**config.mk**
```make
export PLATFORM = sky130hd
export DESIGN_NAME = bidir_hold_xcvr
export DESIGN_NICKNAME = d
export VERILOG_FILES = /design/src/rtl/bidir_hold_xcvr_pkg.sv /design/src/rtl/xcvr_rise_det.sv /design/src/rtl/xcvr_lane.sv /design/src/rtl/bidir_hold_xcvr.sv
export SDC_FILE = /design/constraint.sdc
export NUM_CORES = 1
export LEC_CHECK = 0
export CAP_MARGIN = 15
export CELL_PAD_IN_SITES_DETAIL_PLACEMENT = 1
export CELL_PAD_IN_SITES_GLOBAL_PLACEMENT = 1
export CORE_MARGIN = 2
export CORE_UTILIZATION = 27
export DETAILED_ROUTE_END_ITERATION = 6
export PLACE_DENSITY_LB_ADDON = 0.3
export SYNTH_ARGS = -nofsm -noshare
export SYNTH_HDL_FRONTEND = slang
export SYNTH_SLANG_ARGS = --single-unit
```
**constraint.sdc**
```tcl
create_clock -name clk -period 1 [get_ports clk]
set_input_delay 0.2 -clock clk [delete_from_list [all_inputs] [get_ports clk]]
set_output_delay 0.2 -clock clk [all_outputs]
set_load 0.01 [all_outputs]
```
**src/rtl/bidir_hold_xcvr_pkg.sv**
```systemverilog
package bidir_hold_xcvr_pkg;
  localparam int unsigned DIR_AB   = 0;
  localparam int unsigned DIR_BA   = 1;
  localparam int unsigned NUM_DIRS = 2;

  typedef enum logic [1:0] {
    LANE_HOLD    = 2'd0,
    LANE_FLOW    = 2'd1,
    LANE_CAPTURE = 2'd2
  } lane_mode_e;
endpackage

```
**src/rtl/xcvr_rise_det.sv**
```systemverilog
module xcvr_rise_det (
  input  logic clk,
  input  logic rst,
  input  logic level,
  output logic rise
);
  logic hist_q;

  // history starts high so a level already high after reset is no edge
  always_ff @(posedge clk) begin
    if (rst) hist_q <= 1'b1;
    else     hist_q <= level;
  end

  assign rise = level & ~hist_q;
endmodule

```
**src/rtl/xcvr_lane.sv**
```systemverilog
module xcvr_lane
  import bidir_hold_xcvr_pkg::*;
#(
  parameter int unsigned W = 16
) (
  input  logic         clk,
  input  logic         rst,
  input  logic [W-1:0] din,
  input  logic         hiz,
  input  logic         pass,
  input  logic         strobe,
  output logic [W-1:0] dout,
  output logic         drive
);
  logic       strobe_rise;
  lane_mode_e mode;
  logic [W-1:0] store_q;
  logic         drive_q;

  xcvr_rise_det u_rise (
    .clk   (clk),
    .rst   (rst),
    .level (strobe),
    .rise  (strobe_rise)
  );

  always_comb begin
    if (pass)             mode = LANE_FLOW;
    else if (strobe_rise) mode = LANE_CAPTURE;
    else                  mode = LANE_HOLD;
  end

  always_ff @(posedge clk) begin
    if (rst) begin
      store_q <= '0;
      drive_q <= 1'b0;
    end else begin
      case (mode)
        LANE_FLOW, LANE_CAPTURE: store_q <= din;
        default:                 store_q <= store_q;
      endcase
      drive_q <= ~hiz;
    end
  end

  assign dout  = store_q;
  assign drive = drive_q;
endmodule

```
**src/rtl/bidir_hold_xcvr.sv**
```systemverilog
module bidir_hold_xcvr
  import bidir_hold_xcvr_pkg::*;
#(
  parameter int unsigned W = 16
) (
  input  logic         clk,
  input  logic         rst,
  input  logic [W-1:0] a_in,
  input  logic [W-1:0] b_in,
  input  logic         ab_hiz,
  input  logic         ab_pass,
  input  logic         ab_strobe,
  input  logic         ba_hiz,
  input  logic         ba_pass,
  input  logic         ba_strobe,
  output logic [W-1:0] b_out,
  output logic         b_drive,
  output logic [W-1:0] a_out,
  output logic         a_drive,
  output logic         contention
);
  logic [NUM_DIRS-1:0][W-1:0] src, dst;
  logic [NUM_DIRS-1:0]        hiz, pass, strobe, drv;
  logic                       contention_q;

  assign src[DIR_AB]    = a_in;
  assign src[DIR_BA]    = b_in;
  assign hiz[DIR_AB]    = ab_hiz;
  assign hiz[DIR_BA]    = ba_hiz;
  assign pass[DIR_AB]   = ab_pass;
  assign pass[DIR_BA]   = ba_pass;
  assign strobe[DIR_AB] = ab_strobe;
  assign strobe[DIR_BA] = ba_strobe;

  for (genvar d = 0; d < NUM_DIRS; d++) begin : g_lane
    xcvr_lane #(.W(W)) u_lane (
      .clk    (clk),
      .rst    (rst),
      .din    (src[d]),
      .hiz    (hiz[d]),
      .pass   (pass[d]),
      .strobe (strobe[d]),
      .dout   (dst[d]),
      .drive  (drv[d])
    );
  end

  always_ff @(posedge clk) begin
    if (rst) contention_q <= 1'b0;
    else     contention_q <= ~|hiz;
  end

  assign b_out      = dst[DIR_AB];
  assign b_drive    = drv[DIR_AB];
  assign a_out      = dst[DIR_BA];
  assign a_drive    = drv[DIR_BA];
  assign contention = contention_q;
endmodule

```
; Yosys cells after proc, flatten, opt, wreduce, memory -nomap -nowiden
; Cells that the tools add are included.
[classes]
n_reduce_logical = 4
eq_ne = 4
muxes = 4
bitwise_logic = 6
[op_table]
columns = cell, n
row1 = 2-to-1 mux 2 bit, 4
row2 = OR reduction 2 bit, 3
row3 = "== test 2 x 1 -> 1 bit, second input constant", 2
row4 = "== test 2 bit, second input constant", 2
row5 = NOT 1 bit, 4
row6 = bitwise AND 1 bit, 2
row7 = zero test 1 bit, 1
[totals]
ff_bits = 37
inputBits = 40
out_inout_bits = 35
word_cells = 25

; Longest topological paths before layout
; Gate-level depths: netlist of run 1.
[depth]
depth_word = 6
depth_mapped = 4

; Hierarchy
; From an unflattened synthesis of run 1, not the netlist that was laid out.
[hier_totals]
hier_cells = 156
area_unflattened_um2 = 1453.9
[by_module_without_submodules]
columns = mod, seq_area_each_um2, cells_per_inst, n_inst, area_each_um2
row1 = xcvr_lane, 340.3, 74, 2, 679.4
row2 = xcvr_rise_det, 20.0, 3, 2, 32.5
row3 = bidir_hold_xcvr, 20.0, 2, 1, 30.0

; Least setup slack after synthesis of run 1
; OpenSTA, ideal clock, no wires.
[synth_path]
kind = register -> register
from = register g_lane[0].u_lane.u_rise.hist_q
to = register g_lane[0].u_lane.store_q[10]
path_slack_ps = -31
stages_incl_launch_ff = 5
required_time_ps = 928
setup_ps = 72
synth_period_minus_slack_ps = 1031
path_buffers = 1
arrival_ps = 960
path_cell_list = dfxtp_1 inv_2 a21oi_4 buf_12 mux2i_1
[synth_between]
elab_chain_cells = 6
elab_cells_between_ends = 7
cone_classes = 2 x eq/ne / 2 x mux / 2 x bitwise / 1 x reduce/logical
[synth_rtl]
columns = item, line
row1 = start: declaration, xcvr_rise_det.sv:7  ; logic hist_q;
row2 = start signal: assignment, xcvr_rise_det.sv:12  ; else hist_q <= level;
row3 = NOT 1 bit (*), xcvr_rise_det.sv:15  ; assign rise = level & ~hist_q;
row4 = bitwise AND 1 bit (*), xcvr_rise_det.sv:15
row5 = 2-to-1 mux 2 bit (*), xcvr_lane.sv:29  ; else if (strobe_rise) mode = LANE_CAPTURE;
row6 = 2-to-1 mux 2 bit (*), xcvr_lane.sv:28  ; if (pass) mode = LANE_FLOW;
row7 = == test 2 x 1 -> 1 bit or == test 2 bit (tied branches), xcvr_lane.sv:38  ; case (mode)
row8 = OR reduction 2 bit (*), xcvr_lane.sv:38
row9 = end signal: assignment, xcvr_lane.sv:39  ; LANE_FLOW, LANE_CAPTURE: store_q <= din;
row10 = end signal: assignment, xcvr_lane.sv:40  ; default: store_q <= store_q;
row11 = end: declaration, xcvr_lane.sv:17  ; logic [W-1:0] store_q;
; Every way passes the cells marked *; elsewhere a longest branch is shown, timed or not.
; A chain may end at the register's enable or synchronous reset.

; Final worst setup path of run 1
[layout_path]
from = register g_lane[0].u_lane.u_rise.hist_q
to = register g_lane[0].u_lane.store_q[13]
; The elaborated chain is that of the path after synthesis.

==> results.md, run 1 <==
- Slew Limit Headroom: 0.808
- FILL cells: 657
- Synth cell types: 11
- Fmax: 960 MHz
- Footprint of the multi-input gates: 778 sq um
- Hold EP: g_lane[1].u_lane.u_rise.hist_q
- DRT Pass-1 Iters: 2
- Worst-path cell chain: inv_2 -> a21oi_4 -> buf_12 -> buf_16 -> mux2i_1
- Hold path cells: 2
- CP Data Required Time: 1210 ps
- WL/cell: 12.8 microns
- Global route total overflow: 0
- I/O pin count: 75
- Global-route wire length before repair: 6320 microns
- R2r endpoint: g_lane[0].u_lane.dout[13]
- Worst path arrival time: 1260 ps
- Worst vdd ir: 0.681 mV
- Final Hold Vio Count: 0
- CP startpoint kind: flop
- Max-Cap Viols: 0
- IO Port Bufs: 74
- Vias in the first global route: 1342
- Syn Inst Count: 151
- Worst Max-Slew Pin Slew: 287 ps
- RSZ-0062 raised after global routing: yes
- #FFs+latches synth: 37
- Area of the mapped netlist: 1600 sq um
- Clock slew at reported path FFs: 70 ps
- XOR/XNOR Fraction of Synth Area: 0
- Core footprint: 5610 sq um
- Endpoints failing setup: 9
- Met1 Usage GRT: 0.156
- Pwr/cell area: 1330 nW/um^2
- Clk Latency, worst-skew pair: 280 ps
- Initial antenna violation count: 0
- HP Class: in -> reg
- Share of cells above drive strength 1: 0.350
- Worst hold path startpoint: ba_strobe
- Skew final: 7.89 ps
- Via count: 1338
- M2 GR Usage: 0.201
- Simple-gate share of the synthesized area: 0.267
- Slowest stage cell, crit path: dfxtp_2
- Starting Density: 0.284
- Area leader, netlist: dfxtp_1
- Crit path time final: 1040 ps
- Area of the die: 6540 sq um
- Die W: 80.9 microns
- Failing checks: negative setup slack
- Routed WL: 4040 microns
- Register-to-Register Path Depth: 5
- CTS sink count: 37
- DRT iter0 DRCs: 31
- Most used routing layer: met2
- H-tree Lvls: 2
- Crit path launch: g_lane[0].u_lane.u_rise.hist_q
- CP Capture Type: flop
- Mux contribution to synthesized area: 0.201
- Utilization after layout: 0.450
- Post-route ant nets: 0
- RR Startpoint: g_lane[0].u_lane.u_rise.hist_q
- Setup ws final: -41.2 ps
- Max-slew violation count: 0
- P&R area growth vs syn: 58.2%
- GP Congestion: 0.628
- Leak: 1.15 nW
- Final period utilization: 1.04
- Seq/Total Area, Yosys: 0.464
- Biggest fanout along the worst timing path: 8
- # rows: 27
- Area contributors post-synth: dfxtp_1 46%, nand2b_1 25%, mux2i_1 20%
- CTS root buf: clkbuf_8
- Status: finished with violations
- Seq. cell area: 766 sq um
- GR Layer Usage met3: 0.0478
- Largest net degree at the start of global routing: 57
- Diodes inserted: 0
- Largest family of logic cells by synthesized area: simple AND/OR/NAND/NOR gates
- Adder-Cell Fraction of Synth Area: 0
- Cts bufs inserted: 5
- Reg2reg setup slack: -40 ps
- CTS max path bufs: 2
- Die Y: 80.9 microns
- Synth top area share: 0.464
- Number of vias per cell: 4.25
- Gr usage total: 0.126
- Drc violations: 0
- Worst setup path category: reg -> reg
- Syn nets: 191
- Mean Syn Cell Area: 10.6 sq um
- CTS tree: built
- DP HPWL: 2710 microns
- Compound-Gate Fraction of Synth Area: 0.0204
- Setup TNS: -266 ps
- Warnings, synthesis: 0
- Slowest stage delay, CP: 330 ps
- Nets: 283
metal layers:
layer,part of all wire,vias to the layer above
li1,-,665
met1,0.44,618
met4,0.012,0
met5,0,-
met2,0.46,50
met3,0.088,5
final cells by class:
| class | instances | share of cell area |
|---|---|---|
| repair buffers | 94 | 0.315 |
| flip-flops and latches | 37 | 0.303 |
| multi-input cells | 103 | 0.308 |
| clock buffers | 7 | 0.0342 |
| inverters | 2 | 0.00297 |
| well taps | 72 | 0.0357 |
kinds of logic after synthesis:
family | count (synthesis)
simple gates | 69
mux | 32
flops | 37
compound gates | 2
buf+inv | 11
what timing repair did:
item,CTS,global route
pin swaps,0,1
endpoints found under the hold margin,0,0
cloned,1,1
endpoints found under the setup margin,58,28
gates resized for setup,160,5
setup buffers,1,1
hold buffers,0,0
critical path: cells and delay by family, from the launching register on:
family,cells,cell delay [ps]
compound gates,1,180
buf+inv,3,290
flops,1,330
mux,1,170
cells in the mapped netlist:
cell type	instances
buf_2	2
a21oi_4	2
clkbuf_1	5
dfxtp_1	37
nor2_1	2
buf_12	2
or2_1	2
mux2i_1	32
nand2b_1	64
nor3_1	1
inv_2	2
layout by cell type, fill, tap and decap left out:
master            n
a21oi_4           2
dlygate4sd2_1     3
dfxtp_1          17
mux2i_1          32
clkbuf_8          6
dfxtp_2          20
nor3_1            1
nand2b_1         64
clkbuf_1          1
clkbuf_16         1
inv_2             2
dlymetal6s2s_1    1
nor2_1            2
buf_6             1
or2_1             2
buf_16            1
buf_4            15
buf_12            3
clkdlybuf4s50_1  35
buf_2            34
per-stage QoR:
| step | hold slack (ps) | total power [mW] | area (sq um) | worst slack [ps] | cells |
|---|---|---|---|---|---|
| 5_1_grt | 320 | 3.56 | 2520 | -116 | 315 |
| 3_3_place_gp | 461 | 2.39 | 2520 | -292 | 305 |
| 6_report | 317 | 3.35 | 2520 | -41.2 | 315 |
| 3_5_place_dp | 470 | 2.40 | 2520 | -365 | 305 |
| 2_1_floorplan | 272 | 1.94 | 1600 | -6.72 | 151 |
| 4_1_cts | 309 | 3.40 | 2500 | -48.6 | 314 |
registers in the layout, indices dropped and copies added, names as in the netlist:
| register | flops |
|---|---|
| g_lane.u_lane.dout | 32 |
| g_lane.u_lane.drive | 2 |
| g_lane.u_lane.u_rise.hist_q | 2 |
| contention | 1 |
worst max path at each step:
stage	to	cells past startpoint	slack [ps]
finish	g_lane[0].u_lane.dout[13]	5	-40
floorplan	g_lane[0].u_lane.dout[10]	4	-7
detailed placement	g_lane[0].u_lane.dout[12]	4	-360
global placement	g_lane[1].u_lane.dout[9]	4	-290
global route	g_lane[0].u_lane.dout[1]	5	-120
CTS	g_lane[0].u_lane.dout[13]	4	-50
power by group:
part / total [mW] / switching (mW) / internal (mW)
clock network: 1.04 / 0.497 / 0.547
logic: 0.680 / 0.264 / 0.416
registers: 1.63 / 0.0459 / 1.58
Power figures use the tool's default switching activity.
==> run 2: changes to the inputs <==
--- a/config.mk
+++ b/config.mk
@@ -11,6 +11,7 @@
 export CORE_MARGIN = 2
 export CORE_UTILIZATION = 27
 export DETAILED_ROUTE_END_ITERATION = 6
+export MAX_ROUTING_LAYER = met4
 export PLACE_DENSITY_LB_ADDON = 0.3
 export SYNTH_ARGS = -nofsm -noshare
 export SYNTH_HDL_FRONTEND = slang
==> run 2 against run 1 <==
Against the previous run:
- die area unchanged
- critical endpoint unchanged
- cell count is the same
- total power is essentially flat
- largest cell class unchanged
- highest routed layer unchanged
- the flow still finishes with violations (negative setup slack)
- global-route usage increased by 0.36 points
- clock-buffer cell count unchanged
==> results.md, run 2 (synthesis gave the netlist of run 1 again) <==
- Worst vdd ir: 0.680 mV (about the same)
- Number of vias per cell: 4.24 (about the same)
- CTS tree: built
- CP Capture Type: flop
- Worst hold path startpoint: ba_strobe
- Max-slew violation count: 0 (unchanged)
- Register-to-Register Path Depth: 5 (unchanged)
- R2r endpoint: g_lane[0].u_lane.dout[13]
- Commonest non-fill, non-tap cell in the layout: nand2b_1
- Leak: 1.15 nW (unchanged)
- Status: finished with violations
- Most frequent cells in the layout: 64 x nand2b_1, 35 x clkdlybuf4s50_1, 34 x buf_2
- I/O pin count: 75 (unchanged)
- WL/cell: 12.9 microns (+0.17%)
- Failing checks: negative setup slack
- Post-Place Cells: 305 (unchanged)
- Crit path launch: g_lane[0].u_lane.u_rise.hist_q
- Die W: 80.9 microns (unchanged)
- Largest net degree at the start of global routing: 57 (unchanged)
- Starting Density: 0.284 (unchanged)
- Max-Cap Viols: 0 (unchanged)
- DRT Pass-1 Iters: 2 (unchanged)
- Share of cells above drive strength 1: 0.350 (unchanged)
- Final period utilization: 1.04 (about the same)
- DP HPWL: 2710 microns (unchanged)
- Die Y: 80.9 microns (unchanged)
- Setup ws final: -40.6 ps (+0.668 ps)
- Clock slew at reported path FFs: 70 ps (about the same)
- FILL cells: 657 (unchanged)
- Worst setup path category: reg -> reg
- # rows: 27 (unchanged)
- Core footprint: 5610 sq um (unchanged)
- CP Data Required Time: 1220 ps (about the same)
- Worst path arrival time: 1260 ps (about the same)
- RR Startpoint: g_lane[0].u_lane.u_rise.hist_q
- HP Class: in -> reg
- Nets: 283 (unchanged)
- Biggest fanout along the worst timing path: 8 (unchanged)
- Global route total overflow: 0 (unchanged)
- Vias in the first global route: 1344 (+0.15%)
- Endpoints failing setup: 10 (+1)
- Crit path time final: 1040 ps (-0.668 ps)
- Diodes inserted: 0 (unchanged)
- GP Congestion: 0.633 (+0.80%)
- Worst Max-Slew Pin Slew: 288 ps (+1.43 ps)
- RSZ-0062 raised after global routing: yes
- Footprint of the multi-input gates: 778 sq um (unchanged)
- Slew Limit Headroom: 0.807 (-0.000953)
- Gr usage total: 0.129 (+0.00362)
- Pwr/cell area: 1330 nW/um^2 (about the same)
- Clk Latency, worst-skew pair: 290 ps (about the same)
- P&R area growth vs syn: 58.2% (unchanged)
- Global-route wire length before repair: 6340 microns (+0.33%)
- CTS root buf: clkbuf_8
- Fmax: 961 MHz (about the same)
- Final Hold Vio Count: 0 (unchanged)
- Max FFs per register: 32 (unchanged)
- Cts bufs inserted: 5 (unchanged)
- Skew final: 8.62 ps (+0.730 ps)
- Seq. cell area: 766 sq um (unchanged)
- Initial antenna violation count: 0 (unchanged)
- CTS max path bufs: 2 (unchanged)
- Cts hold-fix bufs: 0 (unchanged)
- Post-Layout Cell Count: 315 (unchanged)
- Drc violations: 0 (unchanged)
- IO Port Bufs: 74 (unchanged)
- H-tree Lvls: 2 (unchanged)
- DRT iter0 DRCs: 34 (+9.7%)
- Post-route ant nets: 0 (unchanged)
- Fin area: 2520 sq um (unchanged)
- Via count: 1337 (-0.075%)
- Reg2reg setup slack: -40 ps (about the same)
- Dpl ws: -365 ps (unchanged)
- Hold EP: g_lane[1].u_lane.u_rise.hist_q
- CTS sink count: 37 (unchanged)
- Area of the die: 6540 sq um (unchanged)
- Area after DPL: 2520 sq um (unchanged)
- Routed WL: 4050 microns (+0.17%)
- Hold path cells: 2 (unchanged)
- CP startpoint kind: flop
## run 2: worst max-delay path, stage by stage (launching register included)
cell     delay, ps
dfxtp_2        330
inv_2           40
a21oi_4        180
buf_12         130
buf_16         120
mux2i_1        170
## run 2: power by group
| group | switching (mW) | leakage [nW] | internal (mW) |
|---|---|---|---|
| combinational | 0.264 | 0.795 | 0.416 |
| sequential | 0.0458 | 0.312 | 1.58 |
| clock | 0.498 | 0.0443 | 0.547 |
| total | 0.807 | 1.15 | 2.55 |
## run 2: stage by stage
stage	power (mW)	hold slack [ps]	TNS (ps)	util
2_1_floorplan	1.94	272	-134	-
3_3_place_gp	2.39	461	-11580	0.450
3_5_place_dp	2.40	470	-12460	0.450
4_1_cts	3.40	309	-345	0.445
5_1_grt	3.56	320	-1260	0.450
6_report	3.35	316	-266	0.450
## run 2: worst max-delay path by stage
stage	end	slack [ps]	cells after the start
floorplan	g_lane[0].u_lane.dout[10]	-7	4
global placement	g_lane[1].u_lane.dout[9]	-290	4
detailed placement	g_lane[0].u_lane.dout[12]	-360	4
CTS	g_lane[0].u_lane.dout[13]	-50	4
global route	g_lane[0].u_lane.dout[1]	-120	5
finish	g_lane[0].u_lane.dout[13]	-40	5
## run 2: what timing repair did
item / 4_1_cts / 5_1_grt
endpoints found under the setup margin: 58 / 28
resized for setup: 160 / 5
setup buffers: 1 / 1
pin swaps: 0 / 1
gates cloned: 1 / 1
## run 2: per-layer routing
metal | up-vias | global-route usage | share of wire
met1 | 617 | 0.160 | 0.45
met2 | 50 | 0.201 | 0.45
met4 | 0 | 0.0407 | 0.012
met3 | 5 | 0.0422 | 0.079
met5 | - | - | 0
li1 | 665 | - | -
## run 2: cell type report
cell class | instances | area share
multi-input combinational | 103 | 0.308
timing repair buffer | 94 | 0.315
tap | 72 | 0.0357
sequential | 37 | 0.303
clock buffer | 7 | 0.0342
inverter | 2 | 0.00297
==> run 3: changes to the inputs <==
--- a/config.mk
+++ b/config.mk
@@ -9,10 +9,12 @@
 export CELL_PAD_IN_SITES_DETAIL_PLACEMENT = 1
 export CELL_PAD_IN_SITES_GLOBAL_PLACEMENT = 1
 export CORE_MARGIN = 2
-export CORE_UTILIZATION = 27
+export CORE_UTILIZATION = 28
+export CTS_BUF_LIST = sky130_fd_sc_hd__clkbuf_8
 export DETAILED_ROUTE_END_ITERATION = 6
 export MAX_ROUTING_LAYER = met4
 export PLACE_DENSITY_LB_ADDON = 0.3
+export RECOVER_POWER = 100
 export SYNTH_ARGS = -nofsm -noshare
 export SYNTH_HDL_FRONTEND = slang
 export SYNTH_SLANG_ARGS = --single-unit
==> run 3 against run 2 <==
Against the previous run:
- flip-flop and latch count stayed put
- non-clock buffer count is 1 lower
- wire length is 2.2% higher
- clock power is 11% higher
- combinational power is 2% lower
- highest routed layer unchanged
- design area hardly changed
- the run now ends clean
- critical path depth is 1 lower
- first-iteration DRC count is 15% lower
- sequential power hardly changed
- register-to-register slack better by 50 ps
- sequential share of layout area is 0.065 points higher
- setup slack better by 48 ps
==> results.md, run 3 (synthesis gave the netlist of run 1 again) <==
- Leak: 1.14 nW (-1.4%)
- Utilization after layout: 0.458 (+0.00806)
- Comb pwr share: 0.193 (-0.010)
- Clock slew at reported path FFs: 70 ps (about the same)
- Nets: 282 (-0.35%)
- Routed WL: 4140 microns (+2.2%)
- Largest net degree at the start of global routing: 26 (-54%)
- Share of cells above drive strength 1: 0.346 (-0.00412)
- Global-route wire length before repair: 6570 microns (+3.6%)
- CTS root buf: clkbuf_8
- # rows: 27 (unchanged)
- Sw power: 0.839 mW (+3.9%)
- P&R area growth vs syn: 58.1% (about the same)
- Worst path arrival time: 1200 ps (-60 ps)
- HP Class: in -> reg
- Die Y: 79.5 microns (-1.7%)
- Clock power frac: 0.334 (+0.023)
- Internal: 2.62 mW (+2.7%)
- Worst Max-Slew Pin Slew: 266 ps (-22.8 ps)
- Post-Layout Cell Count: 315 (unchanged)
- Initial antenna violation count: 0 (unchanged)
- Max-Cap Viols: 0 (unchanged)
- Clk Latency, worst-skew pair: 280 ps (about the same)
- CTS tree: built
- Via count: 1320 (-1.3%)
- I/O pin count: 75 (unchanged)
- Slew Limit Headroom: 0.823 (+0.0155)
- Starting Density: 0.290 (+0.00524)
- Diodes inserted: 0 (unchanged)
- Skew final: 3.45 ps (-5.17 ps)
- Max-slew violation count: 0 (unchanged)
- GP Congestion: 0.666 (+5.1%)
- Final Hold Vio Count: 0 (unchanged)
- Number of vias per cell: 4.19 (-1.3%)
- CP startpoint kind: flop
- CP Data Required Time: 1210 ps (about the same)
- Most frequent cells in the layout: 64 x nand2b_1, 35 x clkdlybuf4s50_1, 31 x mux2i_1
- CTS max path bufs: 2 (unchanged)
- CP Capture Type: flop
- Fmax: 1010 MHz (+4.9%)
- Vias in the first global route: 1382 (+2.8%)
- WL/cell: 13.1 microns (+2.2%)
- Post-Place Cells: 306 (+0.33%)
- Pwr/cell area: 1370 nW/um^2 (+3.0%)
- H-tree Lvls: 2 (unchanged)
- FILL cells: 650 (-1.1%)
- Status: complete, no violations
- Biggest fanout along the worst timing path: 16 (+8)
- CTS sink count: 37 (unchanged)
- Gr usage total: 0.138 (+0.00872)
- Switch share: 0.243 (+0.00207)
- Crit path time final: 992 ps (-48.4 ps)
- Commonest non-fill, non-tap cell in the layout: nand2b_1
- Post-route ant nets: 0 (unchanged)
- Core footprint: 5510 sq um (-1.8%)
- Worst vdd ir: 0.679 mV (-0.19%)
- Global route total overflow: 0 (unchanged)
- DP HPWL: 2750 microns (+1.4%)
- Tightest hold margin: 303 ps (-13.1 ps)
- Max FFs per register: 32 (unchanged)
- Worst setup path category: reg -> reg
- Die W: 79.5 microns (-1.7%)
- RSZ-0062 raised after global routing: yes
- IO Port Bufs: 74 (unchanged)
- Drc violations: 0 (unchanged)
- Area of the die: 6320 sq um (-3.4%)
- Area after DPL: 2530 sq um (+0.30%)
- Overall Power: 3.45 mW (+3.0%)
- Endpoints failing setup: 0 (-10)
- DRT Pass-1 Iters: 2 (unchanged)
- DRT iter0 DRCs: 29 (-15%)
- Final period utilization: 0.992 (-0.0484)
- Fin area: 2520 sq um (about the same)
- Seq pwr share: 0.473 (-0.013)
- Cts hold-fix bufs: 0 (unchanged)
- Cts bufs inserted: 5 (unchanged)
[run 3: cell types whose count changed in the layout (fill, tap and decap cells not counted), sizes merged]
cell    before  now
buf         54   39
bufbuf       0    1
clkbuf       8   21
clkinv       0    1
[run 3: per-layer routing]
metal  GRT usage  part of all wire
met1       0.166              0.45
met2       0.221              0.46
met3      0.0452             0.076
met4      0.0414             0.012
met5           -                 0
[run 3: stage by stage]
stage / setup slack [ps] / setup TNS (ps)
floorplan: -6.72 / -134
CTS: -2.32 / -2.32
finish: 7.83 / 0
detailed placement: -349 / -12940
global route: -58.8 / -589
global placement: -316 / -12350
[run 3: repair_timing]
item	CTS	global route
setup buffers	0	0
pin swaps	1	0
gates resized for setup	168	7
cloned	1	0
setup endpoints to repair	61	25
hold endpoints to repair	0	0
[run 3: final cells by class]
type                            instances  area, sq um  share of cell area
Inverter                                2         7.51             0.00298
Timing Repair Buffer                   93          774               0.307
Clock buffer                            7         96.3              0.0382
Sequential cell                        37          767               0.304
Clock inverter                          1         5.00             0.00198
Multi-Input combinational cell        103          782               0.310
Tap cell                               72         90.1              0.0357
[run 3: critical path, stage by stage, from the launching register on]
cell and delay, ps:
dfxtp_2 320, inv_2 40, a21oi_4 140, buf_12 190, mux2i_1 210
[run 3: power groups by stage]
| stage | Clock, mW | Combinational, mW | Sequential [mW] |
|---|---|---|---|
| floorplan | 0 | 0.247 | 1.70 |
| global placement | 0 | 0.734 | 1.66 |
| detailed placement | 0 | 0.741 | 1.66 |
| CTS | 1.21 | 0.676 | 1.64 |
| global route | 1.27 | 0.723 | 1.65 |
| finish | 1.15 | 0.666 | 1.63 |
[run 3: final timing paths]
path	startpoint	endpoint	slack [ps]	depth (start not counted)
hold reg to reg	g_lane[0].u_lane.dout[15]	g_lane[0].u_lane.dout[15]	480	2
setup / recovery	g_lane[1].u_lane.u_rise.hist_q	g_lane[1].u_lane.dout[4]	8	4
hold / removal	ab_strobe	g_lane[0].u_lane.u_rise.hist_q	300	2
setup reg to reg	g_lane[1].u_lane.u_rise.hist_q	g_lane[1].u_lane.dout[4]	8	4
